<file path="src/rtl/sr_xfer_pkg.sv">
package sr_xfer_pkg;
  localparam int BYTE_W = 8;
  localparam int RADDR_W = 2;

  localparam logic [RADDR_W-1:0] A_PORT  = 2'd0;
  localparam logic [RADDR_W-1:0] A_AUX   = 2'd1;
  localparam logic [RADDR_W-1:0] A_SHIFT = 2'd2;
  localparam logic [RADDR_W-1:0] A_FLAG  = 2'd3;

  localparam int BIT_REQ = 3;
  localparam int BIT_ACK = 4;
  localparam int BIT_TIP = 5;
  localparam int BIT_DIR = 4;
  localparam int BIT_SRF = 2;

  localparam logic [BYTE_W-1:0] PORT_RST = 8'h30;

  // line pair is {in_progress, acknowledge}, both active low
  function automatic logic step_due(input logic [1:0] old_pair,
                                    input logic [1:0] new_pair);
    return (new_pair[1] == 1'b0) && (new_pair != old_pair);
  endfunction

  function automatic logic dir_fell(input logic old_dir, input logic new_dir);
    return old_dir && !new_dir;
  endfunction
endpackage

</file>
<file path="src/rtl/sr_handshake.sv">
module sr_handshake
  import sr_xfer_pkg::*;
(
  input  logic                clk,
  input  logic                rst_n,
  input  logic                wr_en,
  input  logic [RADDR_W-1:0]  addr,
  input  logic [BYTE_W-1:0]   wdata,
  output logic [BYTE_W-1:0]   port_q,
  output logic [BYTE_W-1:0]   aux_q,
  output logic                dir,
  output logic                step,
  output logic                pkt_end
);
  logic port_wr, aux_wr;

  assign port_wr = wr_en && (addr == A_PORT);
  assign aux_wr  = wr_en && (addr == A_AUX);
  assign dir     = aux_q[BIT_DIR];

  assign step    = port_wr && step_due({port_q[BIT_TIP], port_q[BIT_ACK]},
                                       {wdata[BIT_TIP], wdata[BIT_ACK]});
  assign pkt_end = aux_wr && dir_fell(aux_q[BIT_DIR], wdata[BIT_DIR]);

  always_ff @(posedge clk or negedge rst_n) begin
    if (!rst_n) begin
      port_q <= PORT_RST;
      aux_q  <= '0;
    end else begin
      if (port_wr) port_q <= wdata;
      if (aux_wr)  aux_q  <= wdata;
    end
  end

  assert_step_tip_low_R2: assert property (@(posedge clk) disable iff (!rst_n)
    step |=> !port_q[BIT_TIP]);
  assert_repeat_no_step_R2: assert property (@(posedge clk) disable iff (!rst_n)
    (port_wr && wdata[BIT_TIP:BIT_ACK] == port_q[BIT_TIP:BIT_ACK]) |-> !step);
  assert_end_dir_low_R7: assert property (@(posedge clk) disable iff (!rst_n)
    pkt_end |=> !dir);
endmodule

</file>
<file path="src/rtl/sr_inbound_buf.sv">
module sr_inbound_buf
  import sr_xfer_pkg::*;
#(
  parameter int DEPTH = 128
)(
  input  logic              clk,
  input  logic              rst_n,
  input  logic              in_valid,
  input  logic              in_bus,
  input  logic              in_last,
  input  logic [BYTE_W-1:0] in_data,
  input  logic              step_en,
  output logic              pending,
  output logic              advance,
  output logic              commit,
  output logic [BYTE_W-1:0] pend_byte
);
  localparam int AW    = $clog2(DEPTH);
  localparam int IDX_W = AW + 2;
  localparam logic [IDX_W-1:0] DEPTH_V = IDX_W'(DEPTH);

  logic [BYTE_W-1:0] mem [DEPTH];
  logic              filling;
  logic [IDX_W-1:0]  wptr, len, rd;
  logic              prefix;
  logic [IDX_W-1:0]  base, data_pos, nxt, nxt_cap;

  assign prefix   = !filling && in_bus;
  assign base     = filling ? wptr : '0;
  assign data_pos = base + (prefix ? IDX_W'(1) : IDX_W'(0));
  assign nxt      = data_pos + IDX_W'(1);
  assign nxt_cap  = (nxt > DEPTH_V) ? DEPTH_V : nxt;

  assign pending   = rd < len;
  assign advance   = step_en && pending;
  assign commit    = in_valid && in_last;
  assign pend_byte = pending ? mem[rd[AW-1:0]] : '0;

  always_ff @(posedge clk) begin
    if (in_valid) begin
      if (prefix) mem[0] <= '0;
      if (data_pos < DEPTH_V) mem[data_pos[AW-1:0]] <= in_data;
    end
  end

  always_ff @(posedge clk or negedge rst_n) begin
    if (!rst_n) begin
      filling <= 1'b0;
      wptr    <= '0;
      len     <= '0;
      rd      <= '0;
    end else begin
      if (in_valid) begin
        wptr    <= nxt_cap;
        filling <= !in_last;
      end
      if (commit) begin
        len <= nxt_cap;
        rd  <= '0;
      end else if (advance) begin
        rd  <= rd + IDX_W'(1);
      end
    end
  end

  assert_commit_pending_R8: assert property (@(posedge clk) disable iff (!rst_n)
    commit |=> pending);
  assert_advance_one_R3: assert property (@(posedge clk) disable iff (!rst_n)
    (advance && !commit) |=> rd == $past(rd) + IDX_W'(1));
  assert_len_cap_R10: assert property (@(posedge clk) disable iff (!rst_n)
    len <= DEPTH_V);
endmodule

</file>
<file path="src/rtl/sr_outbound_buf.sv">
module sr_outbound_buf
  import sr_xfer_pkg::*;
#(
  parameter int DEPTH = 16
)(
  input  logic              clk,
  input  logic              rst_n,
  input  logic              step_en,
  input  logic [BYTE_W-1:0] sr_byte,
  input  logic              pkt_end,
  output logic              out_valid,
  output logic              out_last,
  output logic [BYTE_W-1:0] out_data
);
  localparam int AW = $clog2(DEPTH);
  localparam int CW = $clog2(DEPTH + 1);
  localparam logic [CW-1:0] DEPTH_V = CW'(DEPTH);

  logic [BYTE_W-1:0] obuf [DEPTH];
  logic [CW-1:0]     cnt, emit_len, emit_idx;
  logic              emitting, take;

  assign take      = step_en && (cnt < DEPTH_V);
  assign out_valid = emitting;
  assign out_last  = emitting && (emit_idx == emit_len - CW'(1));
  assign out_data  = emitting ? obuf[emit_idx[AW-1:0]] : '0;

  always_ff @(posedge clk) begin
    if (take) obuf[cnt[AW-1:0]] <= sr_byte;
  end

  always_ff @(posedge clk or negedge rst_n) begin
    if (!rst_n) begin
      cnt      <= '0;
      emit_len <= '0;
      emit_idx <= '0;
      emitting <= 1'b0;
    end else begin
      if (pkt_end) begin
        cnt <= '0;
        if (cnt != '0) begin
          emitting <= 1'b1;
          emit_len <= cnt;
          emit_idx <= '0;
        end
      end else begin
        if (take) cnt <= cnt + CW'(1);
        if (emitting) begin
          if (out_last) emitting <= 1'b0;
          else          emit_idx <= emit_idx + CW'(1);
        end
      end
    end
  end

  assert_cnt_cap_R6: assert property (@(posedge clk) disable iff (!rst_n)
    cnt <= DEPTH_V);
  assert_emit_start_R7: assert property (@(posedge clk) disable iff (!rst_n)
    (pkt_end && cnt != '0) |=> out_valid);
  assert_empty_quiet_R7: assert property (@(posedge clk) disable iff (!rst_n)
    (pkt_end && cnt == '0 && !out_valid) |=> !out_valid);
  assert_last_stops_R7: assert property (@(posedge clk) disable iff (!rst_n)
    (out_last && !pkt_end) |=> !out_valid);
endmodule

</file>
<file path="src/rtl/sr_xfer_engine.sv">
module sr_xfer_engine
  import sr_xfer_pkg::*;
#(
  parameter int IN_DEPTH  = 128,
  parameter int OUT_DEPTH = 16
)(
  input  logic               clk,
  input  logic               rst_n,
  input  logic               reg_wr,
  input  logic [RADDR_W-1:0] reg_addr,
  input  logic [BYTE_W-1:0]  reg_wdata,
  output logic [BYTE_W-1:0]  reg_rdata,
  output logic               treq_n,
  output logic               sr_flag,
  input  logic               in_valid,
  input  logic               in_bus,
  input  logic               in_last,
  input  logic [BYTE_W-1:0]  in_data,
  output logic               out_valid,
  output logic               out_last,
  output logic [BYTE_W-1:0]  out_data
);
  localparam logic [BYTE_W-1:0] REQ_MASK = BYTE_W'(1) << BIT_REQ;

  logic [BYTE_W-1:0] port_q, aux_q, shift_q, pend_byte;
  logic dir, step, pkt_end, pending, advance, commit;
  logic in_step, out_step, flag_set, flag_clr;

  sr_handshake u_hs (
    .clk, .rst_n, .wr_en(reg_wr), .addr(reg_addr), .wdata(reg_wdata),
    .port_q, .aux_q, .dir, .step, .pkt_end
  );

  assign in_step  = step && !dir;
  assign out_step = step && dir;

  sr_inbound_buf #(.DEPTH(IN_DEPTH)) u_in (
    .clk, .rst_n, .in_valid, .in_bus, .in_last, .in_data,
    .step_en(in_step), .pending, .advance, .commit, .pend_byte
  );

  sr_outbound_buf #(.DEPTH(OUT_DEPTH)) u_out (
    .clk, .rst_n, .step_en(out_step), .sr_byte(shift_q), .pkt_end,
    .out_valid, .out_last, .out_data
  );

  assign flag_set = advance || out_step || commit;
  assign flag_clr = reg_wr && (reg_addr == A_FLAG) && reg_wdata[BIT_SRF];
  assign treq_n   = !pending;

  always_ff @(posedge clk or negedge rst_n) begin
    if (!rst_n) begin
      shift_q <= '0;
      sr_flag <= 1'b0;
    end else begin
      if (advance)                                  shift_q <= pend_byte;
      else if (reg_wr && reg_addr == A_SHIFT)       shift_q <= reg_wdata;
      if (flag_set)      sr_flag <= 1'b1;
      else if (flag_clr) sr_flag <= 1'b0;
    end
  end

  always_comb begin
    unique case (reg_addr)
      A_PORT:  reg_rdata = (port_q & ~REQ_MASK) | (treq_n ? REQ_MASK : '0);
      A_AUX:   reg_rdata = aux_q;
      A_SHIFT: reg_rdata = pend_byte;
      default: reg_rdata = sr_flag ? (BYTE_W'(1) << BIT_SRF) : '0;
    endcase
  end

  assert_flag_set_R9: assert property (@(posedge clk) disable iff (!rst_n)
    flag_set |=> sr_flag);
  assert_commit_req_R4: assert property (@(posedge clk) disable iff (!rst_n)
    commit |=> !treq_n);
  assert_out_dir_hold_R3: assert property (@(posedge clk) disable iff (!rst_n)
    (out_step && !commit) |=> $stable(pend_byte));
endmodule

</file>
<file path="config.mk">
export PLATFORM = sky130hd
export DESIGN_NAME = sr_xfer_engine
export DESIGN_NICKNAME = d
export VERILOG_FILES = /design/src/rtl/sr_xfer_pkg.sv /design/src/rtl/sr_handshake.sv /design/src/rtl/sr_inbound_buf.sv /design/src/rtl/sr_outbound_buf.sv /design/src/rtl/sr_xfer_engine.sv
export SDC_FILE = /design/constraint.sdc
export NUM_CORES = 1
export LEC_CHECK = 0
export BUFFER_PORTS_ARGS = -buffer_cell sky130_fd_sc_hd__clkbuf_2
export CORE_ASPECT_RATIO = 1.5
export CORE_UTILIZATION = 50
export CTS_BUF_LIST = sky130_fd_sc_hd__clkbuf_16
export DETAILED_ROUTE_END_ITERATION = 16
export MAX_ROUTING_LAYER = met4
export PLACE_DENSITY = 0.65
export SLEW_MARGIN = 20
export SYNTH_ARGS = -nofsm -noshare
export SYNTH_HDL_FRONTEND = slang
export SYNTH_SLANG_ARGS = --single-unit
</file>
<file path="constraint.sdc">
create_clock -name clk -period 3.65 [get_ports clk]
set_input_delay 0.73 -clock clk [delete_from_list [all_inputs] [get_ports clk]]
set_output_delay 0.73 -clock clk [all_outputs]
set_load 0.1 [all_outputs]
</file>
# After elaboration in Yosys (flattened, before gate mapping)

Memory sizes are Yosys's and may differ from the RTL's.
Cells that the tools add are included.

Magnitude comparators: 4
Reductions and logical operators: 32
Bitwise operators: 2
Equal/unequal tests: 7
Mux-type cells: 32
Add/sub/neg operators: 6

Operators with widths:

| operator                                                              | count |
|---|---|
| 9-bit 2-to-1 mux                                                      | 4 |
| 8-bit 2-to-1 mux                                                      | 4 |
| 5-bit 2-to-1 mux                                                      | 6 |
| 8-bit one-hot mux with 3 select lines                                 | 1 |
| 9-bit by 1-bit adder with 9-bit output (second input constant)        | 2 |
| 1-bit logical AND                                                     | 16 |
| 1-bit 2-to-1 mux                                                      | 15 |
| 5-bit by 1-bit adder with 5-bit output (second input constant)        | 2 |
| 2-bit nonzero test                                                    | 5 |
| 9-bit adder                                                           | 1 |
| 9-bit by 8-bit > comparator with 1-bit output (second input constant) | 1 |
| 9-bit by 8-bit < comparator with 1-bit output (second input constant) | 1 |
| 9-bit < comparator                                                    | 1 |
| 8-bit by 4-bit bitwise OR with 8-bit output                           | 1 |
| 5-bit equality test                                                   | 1 |
| 1-bit zero test                                                       | 5 |
| 5-bit < comparator (second input constant)                            | 1 |
| 5-bit nonzero test                                                    | 1 |
| 5-bit by 1-bit subtractor with 5-bit output (second input constant)   | 1 |
| 2-bit equality test (second input constant)                           | 2 |
| 4-bit 2-to-1 mux                                                      | 1 |
| 2-bit by 1-bit != test with 1-bit output (second input constant)      | 2 |
| 3-bit 2-to-1 mux                                                      | 1 |
| 3-bit AND reduction                                                   | 1 |
| 6 further kinds                                                       | 7 |

Flip-flop bits (word level): 69
Bits in writable memories: 1152
Word-level logic and storage cells: 97
Bits of input ports: 24
Output and inout bits: 20
Memories kept: 2

Memories:

| memory     | words | width | rd ports | clocked after memory_dff | write ports | line                  | text |
|---|---|---|---|---|---|---|---|
| u_in.mem   | 128   | 8     | 1        | 0                        | 2           | sr_inbound_buf.sv:22  | `logic [BYTE_W-1:0] mem [DEPTH];` |
| u_out.obuf | 16    | 8     | 1        | 0                        | 1           | sr_outbound_buf.sv:19 | `logic [BYTE_W-1:0] obuf [DEPTH];` |

# Longest topological paths before layout

Gate-level depths: netlist of the first run.

Depth in word-level cells: 8
Depth in mapped cells: 13
Mapped depth without buffers: 11

# By module

Synthesis of the first run repeated with hierarchy kept, for this count alone.

Cell total of the unflattened synthesis: 2537
Area, all modules: 48769.3 um^2

Modules (own cells, without submodules):

| module          | instances | area an instance (um^2) | cells each | seq. area each (um^2) |
|---|---|---|---|---|
| sr_inbound_buf  | 1         | 41429.7                 | 2106       | 31450.2 |
| sr_outbound_buf | 1         | 6060.8                  | 317        | 4244.1 |
| sr_handshake    | 1         | 650.6                   | 39         | 402.9 |
| sr_xfer_engine  | 1         | 628.1                   | 75         | 225.2 |

# Worst setup path before layout of the first run

No wires, ideal clock.

Path kind: reg2out
From: reg u_in.rd[0]
To: out reg_rdata[5]
Buffers on the path: 6
Stages on the path, launching flop included: 13
Setup slack: -1140 ps
Data arrival time: 4060 ps
Path through: dfrtp_1 -> buf_6 -> buf_12 -> buf_6 -> buf_6 -> buf_6 -> buf_2 -> nand2_1 -> and3_1 -> nor4_1 -> a32o_1 -> nor3_1 -> o21ai_0

Cells in the longest elaborated chain, start to end: 3
Elaborated cells on any way between the ends: 4
Those cells by class: order compare (1); mux (2); memory (1)

RTL lines:

| item                                                                 | line                 | text |
|---|---|---|
| start: declaration                                                   | sr_inbound_buf.sv:24 | `logic [IDX_W-1:0] wptr, len, rd;` |
| start signal: assignment                                             | sr_inbound_buf.sv:61 | `rd <= rd + IDX_W'(1);` |
| memory read 128 x 8 bit / 9-bit < comparator (equally long branches) | --                   |  |
| 8-bit 2-to-1 mux *                                                   | sr_inbound_buf.sv:37 | `assign pend_byte = pending ? mem[rd[AW-1:0]] : '0;` |
| 8-bit one-hot mux with 3 select lines *                              | sr_xfer_engine.sv:64 | `unique case (reg_addr)` |
| end: declaration                                                     | sr_xfer_engine.sv:12 | `output logic [BYTE_W-1:0] reg_rdata,` |

Mark *: on every way between the ends. The rest lies on a longest branch, timed or not.

# Final worst setup path of the first run

From: reg u_in.rd[0]
To: out reg_rdata[3]

Cells in the longest elaborated chain, start to end: 4
Elaborated cells on any way between the ends: 6
Those cells by class: order compare (1); mux (3); bitwise (1); memory (1)

RTL lines:

| item                                                                            | line |
|---|---|
| parallel branches: the longest is 3 deep, another holds memory read 128 x 8 bit | -- |
| 8-bit one-hot mux with 3 select lines *                                         | sr_xfer_engine.sv:64 |

Every way passes the cells marked *.

==> results of run 1 <==
critical path, stage by stage, from the launching register on:
cell and delay (ps):
dfrtp_4 520, buf_4 170, buf_12 140, buf_16 150
buf_4 140, buf_4 140, mux4_2 450, a22oi_2 200
buf_6 150, a21oi_1 70, o21ai_1 120, and3_1 180
buf_6 130, o221ai_4 100, buf_12 200
cell type report:
type | instances | share of cell area (%)
Multi-Input combinational cell | 1138 | 20.8
Tap cell | 1269 | 2.72
Sequential cell | 1220 | 62.1
Timing Repair Buffer | 512 | 8.32
Inverter | 38 | 0.244
Clock buffer | 107 | 4.58
Clock inverter | 88 | 1.24
path summary, 6_finish.rpt:
path                               start          endpoint  slack (ps)  depth (start not counted)
max in group asynchronous          rst_n        u_in.rd[1]        2840                          1
max                           u_in.rd[0]      reg_rdata[3]        -700                         14
max reg2reg                 u_in.filling  u_in.mem[106][2]         650                          7
min                                rst_n     u_hs.aux_q[2]         140                          1
min in group clk            reg_wdata[3]        shift_q[3]         290                          3
min reg2reg                u_hs.aux_q[5]     u_hs.aux_q[5]         500                          2
power by group:
group	internal, W	total [W]	switching [W]
registers	0.0156	0.0159	0.000314
logic	0.00164	0.00368	0.00204
clock network	0.00617	0.0112	0.00500
total	0.0234	0.0307	0.00736
cells by family after synthesis:
family / Yosys count / synth area share (%)
flip-flops: 1220 / 74.8
AND/OR/NAND/NOR: 478 / 4.52
multiplexers: 357 / 14.2
AO/OA/AOI/OAI: 266 / 3.84
buffers and inverters: 173 / 1.85
XOR/XNOR: 21 / 0.379
adder cells (fa/ha/maj): 16 / 0.412
flip-flops by register name, indices dropped and copies added (netlist names):
name / cells
u_out.cnt: 5
shift_q: 8
sr_flag: 1
u_in.filling: 1
u_hs.aux_q: 8
u_out.obuf: 128
u_out.emit_len: 5
u_in.wptr: 9
u_in.rd: 9
u_out.emit_idx: 5
u_hs.port_q: 7
u_out.out_valid: 1
u_in.len: 9
u_in.mem: 1024
timing repair:
action                                  CTS  global route
endpoints found under the setup margin   17            16
pin swaps                                41            17
cloned                                    6             1
setup buffers                            39             8
resized for setup                       208            29
per-layer routing:
| layer | share of wire, % | GRT usage, % | up-vias |
|---|---|---|---|
| met5 | 0 | - | - |
| met3 | 6.2 | 3.66 | 373 |
| met2 | 52 | 49.6 | 1334 |
| met4 | 7.3 | 18.8 | 0 |
| li1 | - | - | 11200 |
| met1 | 34 | 32.5 | 14200 |
metrics by stage:
| step | util (%) | std cells |
|---|---|---|
| 3_3_place_gp | 55.6 | 4128 |
| 6_report | 60.9 | 4372 |
| 2_1_floorplan | - | 2531 |
| 5_1_grt | 60.9 | 4372 |
| 4_1_cts | 60.7 | 4364 |
| 3_5_place_dp | 55.6 | 4128 |
layout by cell type, fill, tap and decap left out, types with 16 or more instances in the layout:
master / n
nor2_1: 178
a21oi_1: 26
dfrtp_1: 61
mux2i_1: 73
o21ai_0: 18
nand2_1: 105
nand2b_1: 16
nand3_1: 29
buf_4: 397
and2_1: 35
mux4_2: 265
a22oi_1: 46
clkbuf_2: 16
clkinv_1: 25
clkbuf_16: 109
o21ai_1: 22
buf_6: 20
inv_1: 55
a22oi_2: 16
edfxtp_1: 1152
nor3_1: 19
clkinv_2: 21
ha_1: 16
mux2_2: 16
nand4_1: 17
buf_12: 53
==> results.txt, run 1 <==
outcome = complete, but fails checks
violated checks = setup timing
DIE WIDTH = 256 µm
register area = 36,300 µm²
Yosys reg bits = 1,220
Synth async-reset ratio = 5.57%
Initial Util = 50.6%
first-pass iteration count of the detailed router = 6
Sink Count = 1,220
Routed WL per cell = 31.3 µm
DPL Wire Length = 93.3 mm
CTS buffer count = 106
leading area contributor after synthesis = edfxtp_1
WS Path Type = reg2out
RSZ-0062 raised after global routing = yes
top-count cell post-synth = edfxtp_1
Post-Syn Instances = 2,531
IO buf count = 43
Synth top cells by count = 1,152 x edfxtp_1, 265 x mux4_2, 179 x nor2_1, 118 x nand2_1, 76 x mux2i_1
Final Cell Area = 58,400 µm²
Post-Syn Area = 48,500 µm²
syn_nets = 2,571
pwr dens = 526 nW/µm²
Seq/Total Area, Yosys = 74.8%
final wirelength = 137 mm
CP Capture Type = output port
row count = 139
WHS = 136 ps
Worst slew margin = 30.1%
aggregate global-route resource usage = 29.1%
Worst Slack Setup Final = -698 ps
Residual DRC = 0
Clock Latency Late Sink = 720 ps
period utilization = 119%
initial antenna violation count = 0
CP startpoint kind = flip-flop
Fmax = 230 MHz
Final Hold Violating Endpoints = 0
post-synthesis cell type count = 75
Worst Path Max Fanout = 9
Pleak = 19.2 nW
Top FF cell, synth = edfxtp_1
fillers = 6,787
via count = 27,100
Die ar. = 98,400 µm²
largest net degree at the start of global routing = 129
GR Overflow Total = 0
maximum vdd ir drop = 0.372 mV
drt first-iter violations = 2,949
Die H = 384 µm
boundary pin count = 44
layout net count = 3,056
DRT antenna net count = 0
Post-synth EDFFs = 1,152
n_diodes = 0
worst slack, placed = -509 ps
core box area = 96,000 µm²
Hold Buf Count CTS = 0
Longest Clk Path Bufs = 3
Max Slew Vio Count = 0
Hold Path Class = in2async
vias per inst = 6.21
first-pass GRT wire length = 197 mm
vias in the first global route = 28,100
Syn Area/Cell = 19.2 µm²
Least-Margin Pin Slew = 1050 ps
WP data arrival = 3620 ps
clock-pin slew on the worst setup and hold paths = 70 ps
Setup TNS = -5430 ps
area growth from synthesis to layout = 20.4%
final RePlAce weighted congestion = 0.949
WP data required = 2920 ps
share of layout cells above drive strength 1 = 34.8%
CTS tree = done
Tmin final = 4350 ps
YS warnings = 0
final setup skew = 30.0 ps
top cell type's share of synthesized area = 71.3%
CTS root buffer = clkbuf_16
total power = 0.0307 W
top cells by area, synth = edfxtp_1 71%, mux4_2 12%, dfrtp_1 3.4%
Placement Cell Area = 53,400 µm²
maxcap violations = 0
area of the multi-input gates = 12,100 µm²
Setup violations, final = 9
htree depth = 3
Power figures use the tool's default switching activity.
==> inputs of run 2 (changes only) <==
- CORE_UTILIZATION: 50 -> 65
- CTS_BUF_LIST: sky130_fd_sc_hd__clkbuf_16 -> sky130_fd_sc_hd__clkbuf_2 sky130_fd_sc_hd__clkbuf_4 sky130_fd_sc_hd__clkbuf_8
- PLACE_DENSITY: 0.65 -> not set
- PLACE_DENSITY_LB_ADDON: not set -> 0.15
==> results.txt, run 2 (synthesis gave the netlist of run 1 again) <==
Routed WL per cell = 32.6 µm (was 31.3 µm)
drt first-iter violations = 3,694 (was 2,949)
first-pass GRT wire length = 194 mm (was 197 mm)
htree depth = 4 (was 3)
first-pass iteration count of the detailed router = 6 (unchanged)
vias in the first global route = 28,900 (was 28,100)
commonest non-fill, non-tap cell in the layout = edfxtp_1 (unchanged)
CTS tree = done (unchanged)
DIE WIDTH = 225 µm (was 256 µm)
share of layout cells above drive strength 1 = 37.3% (was 34.8%)
Final Hold Violating Endpoints = 0 (unchanged)
CP startpoint kind = flip-flop (unchanged)
boundary pin count = 44 (unchanged)
Fmax = 210 MHz (was 230 MHz)
row count = 122 (was 139)
number of flip-flops in the largest register = 1,024 (unchanged)
core box area = 73,900 µm² (was 96,000 µm²)
Max Slew Vio Count = 0 (unchanged)
Die ar. = 75,800 µm² (was 98,400 µm²)
CP Capture Type = output port (unchanged)
Worst Slack Setup Final = -1100 ps (was -698 ps)
Tmin final = 4750 ps (was 4350 ps)
area growth from synthesis to layout = 19.6% (was 20.4%)
Reg2Reg Setup Slack = 200 ps (was 650 ps)
final RePlAce weighted congestion = 0.976 (was 0.949)
clock-pin slew on the worst setup and hold paths = 70 ps (about the same)
Worst slew margin = 27.6% (was 30.1%)
WP data required = 2920 ps (about the same)
WP data arrival = 4020 ps (was 3620 ps)
GR Overflow Total = 0 (unchanged)
largest net degree at the start of global routing = 129 (unchanged)
WS Path Type = reg2out (unchanged)
R2R Path Start = u_in.filling (unchanged)
worst slack, placed = -609 ps (was -509 ps)
pwr dens = 524 nW/µm² (was 526 nW/µm²)
period utilization = 130% (was 119%)
Setup TNS = -8810 ps (was -5430 ps)
Setup violations, final = 17 (was 9)
Pleak = 19.2 nW (about the same)
WHS Endpoint = u_in.mem[51][2]
layout net count = 3,104 (was 3,056)
vias per inst = 6.75 (was 6.21)
Seq pwr share = 52.2% (was 51.7%)
violated checks = setup timing (unchanged)
Reg with most FFs = u_in.mem (unchanged)
clock share of power = 35.5% (was 36.3%)
Placement Cell Area = 52,800 µm² (was 53,400 µm²)
Residual DRC = 0 (unchanged)
initial antenna violation count = 5 (was 0)
via count = 28,300 (was 27,100)
final wirelength = 137 mm (about the same)
Least-Margin Pin Slew = 1080 ps (was 1050 ps)
sw frac = 24.6% (was 23.9%)
RSZ-0062 raised after global routing = yes (unchanged)
min-delay src = in_data[2]
most frequent cells in the layout = 1,152 x edfxtp_1, 381 x buf_4, 265 x mux4_2 (was 1,152 x edfxtp_1, 397 x buf_4, 265 x mux4_2)
Sink Count = 1,220 (unchanged)
maximum vdd ir drop = 0.420 mV (was 0.372 mV)
aggregate global-route resource usage = 38.0% (was 29.1%)
DPL Wire Length = 85.8 mm (was 93.3 mm)
Final Cell Area = 58,000 µm² (was 58,400 µm²)
Hold Path Depth = 1
Longest Clk Path Bufs = 3 (unchanged)
Clock Latency Late Sink = 860 ps (was 720 ps)
Hold Path Class = in2reg (was in2async)
switching power = 0.00748 W (was 0.00736 W)
Worst Path Max Fanout = 9 (unchanged)
DRT antenna net count = 0 (unchanged)
maxcap violations = 0 (unchanged)
IO buf count = 43 (unchanged)
final setup skew = 38.3 ps (was 30.0 ps)
Die H = 337 µm (was 384 µm)
Register-to-Register Path Depth = 8 (was 7)
combinational power share = 12.3% (was 12.0%)
Initial Util = 65.7% (was 50.6%)
CTS buffer count = 170 (was 106)
outcome = complete, but fails checks (unchanged)
Int Pwr = 0.0230 W (was 0.0234 W)
reg-to-reg endpoint = u_in.mem[96][0] (was u_in.mem[106][2])
CTS root buffer = clkbuf_8 (was clkbuf_16)
## run 2: changes by cell type in the layout (fill, tap and decap cells not counted), moves of 10 or more
cell,before,now
clkbuf_8,1,176
clkbuf_16,109,9
clkbuf_4,0,57
inv_1,55,34
buf_4,397,381
clkinv_1,25,35
## run 2: layout make-up
class / instances / area (µm²)
Timing Repair Buffer: 496 / 4810
Tap cell: 992 / 1240
Fill cell: 3832 / 15800
Clock buffer: 232 / 2840
Sequential cell: 1220 / 36300
Multi-Input combinational cell: 1138 / 12100
Antenna cell: 4 / 10.0
Clock inverter: 78 / 597
Inverter: 38 / 149
## run 2: worst max path at each step
stage	start	endpoint	cells past startpoint
6_report	u_in.rd[4]	reg_rdata[3]	7
5_1_grt	u_in.rd[0]	reg_rdata[3]	9
3_5_place_dp	u_in.rd[0]	reg_rdata[5]	12
4_1_cts	u_in.rd[0]	reg_rdata[0]	12
3_3_place_gp	u_in.rd[0]	reg_rdata[5]	12
2_1_floorplan	u_in.rd[0]	reg_rdata[5]	12
## run 2: routing by layer
metal / GRT usage [%] / wire length, µm
met1: 42.6 / 43700
met2: 61.6 / 69400
met3: 7.97 / 13000
met4: 25.5 / 10700
met5: - / 0
## run 2: critical path, stage by stage (launching register included)
cell	delay, ps
dfrtp_2	550
buf_4	220
nor2_1	810
nor3_2	150
o211ai_1	740
and3_4	380
o221ai_4	120
buf_12	190
## run 2: repair_timing
item / in CTS / in global routing
endpoints found under the hold margin: 12 / 0
hold buffers: 1 / 0
resized for setup: 162 / 88
gates cloned: 8 / 1
setup buffers: 31 / 37
pin swaps: 32 / 26
setup endpoints to repair: 18 / 18
## run 2: stage by stage
stage | util, % | power [W] | hold slack (ps) | instances
2_1_floorplan | - | 0.0179 | 434 | 2531
3_3_place_gp | 71.4 | 0.0190 | 471 | 3818
3_5_place_dp | 71.4 | 0.0191 | 483 | 3818
4_1_cts | 77.7 | 0.0303 | 44.4 | 4167
5_1_grt | 78.6 | 0.0312 | 81.0 | 4198
6_report | 78.6 | 0.0304 | 95.1 | 4198
## run 2: power groups by stage
stage               clock network, W  registers [W]  logic [W]
floorplan                          0         0.0160    0.00189
global placement                   0         0.0162    0.00287
detailed placement                 0         0.0162    0.00295
CTS                           0.0109         0.0159    0.00356
global route                  0.0114         0.0159    0.00387
finish                        0.0108         0.0159    0.00373
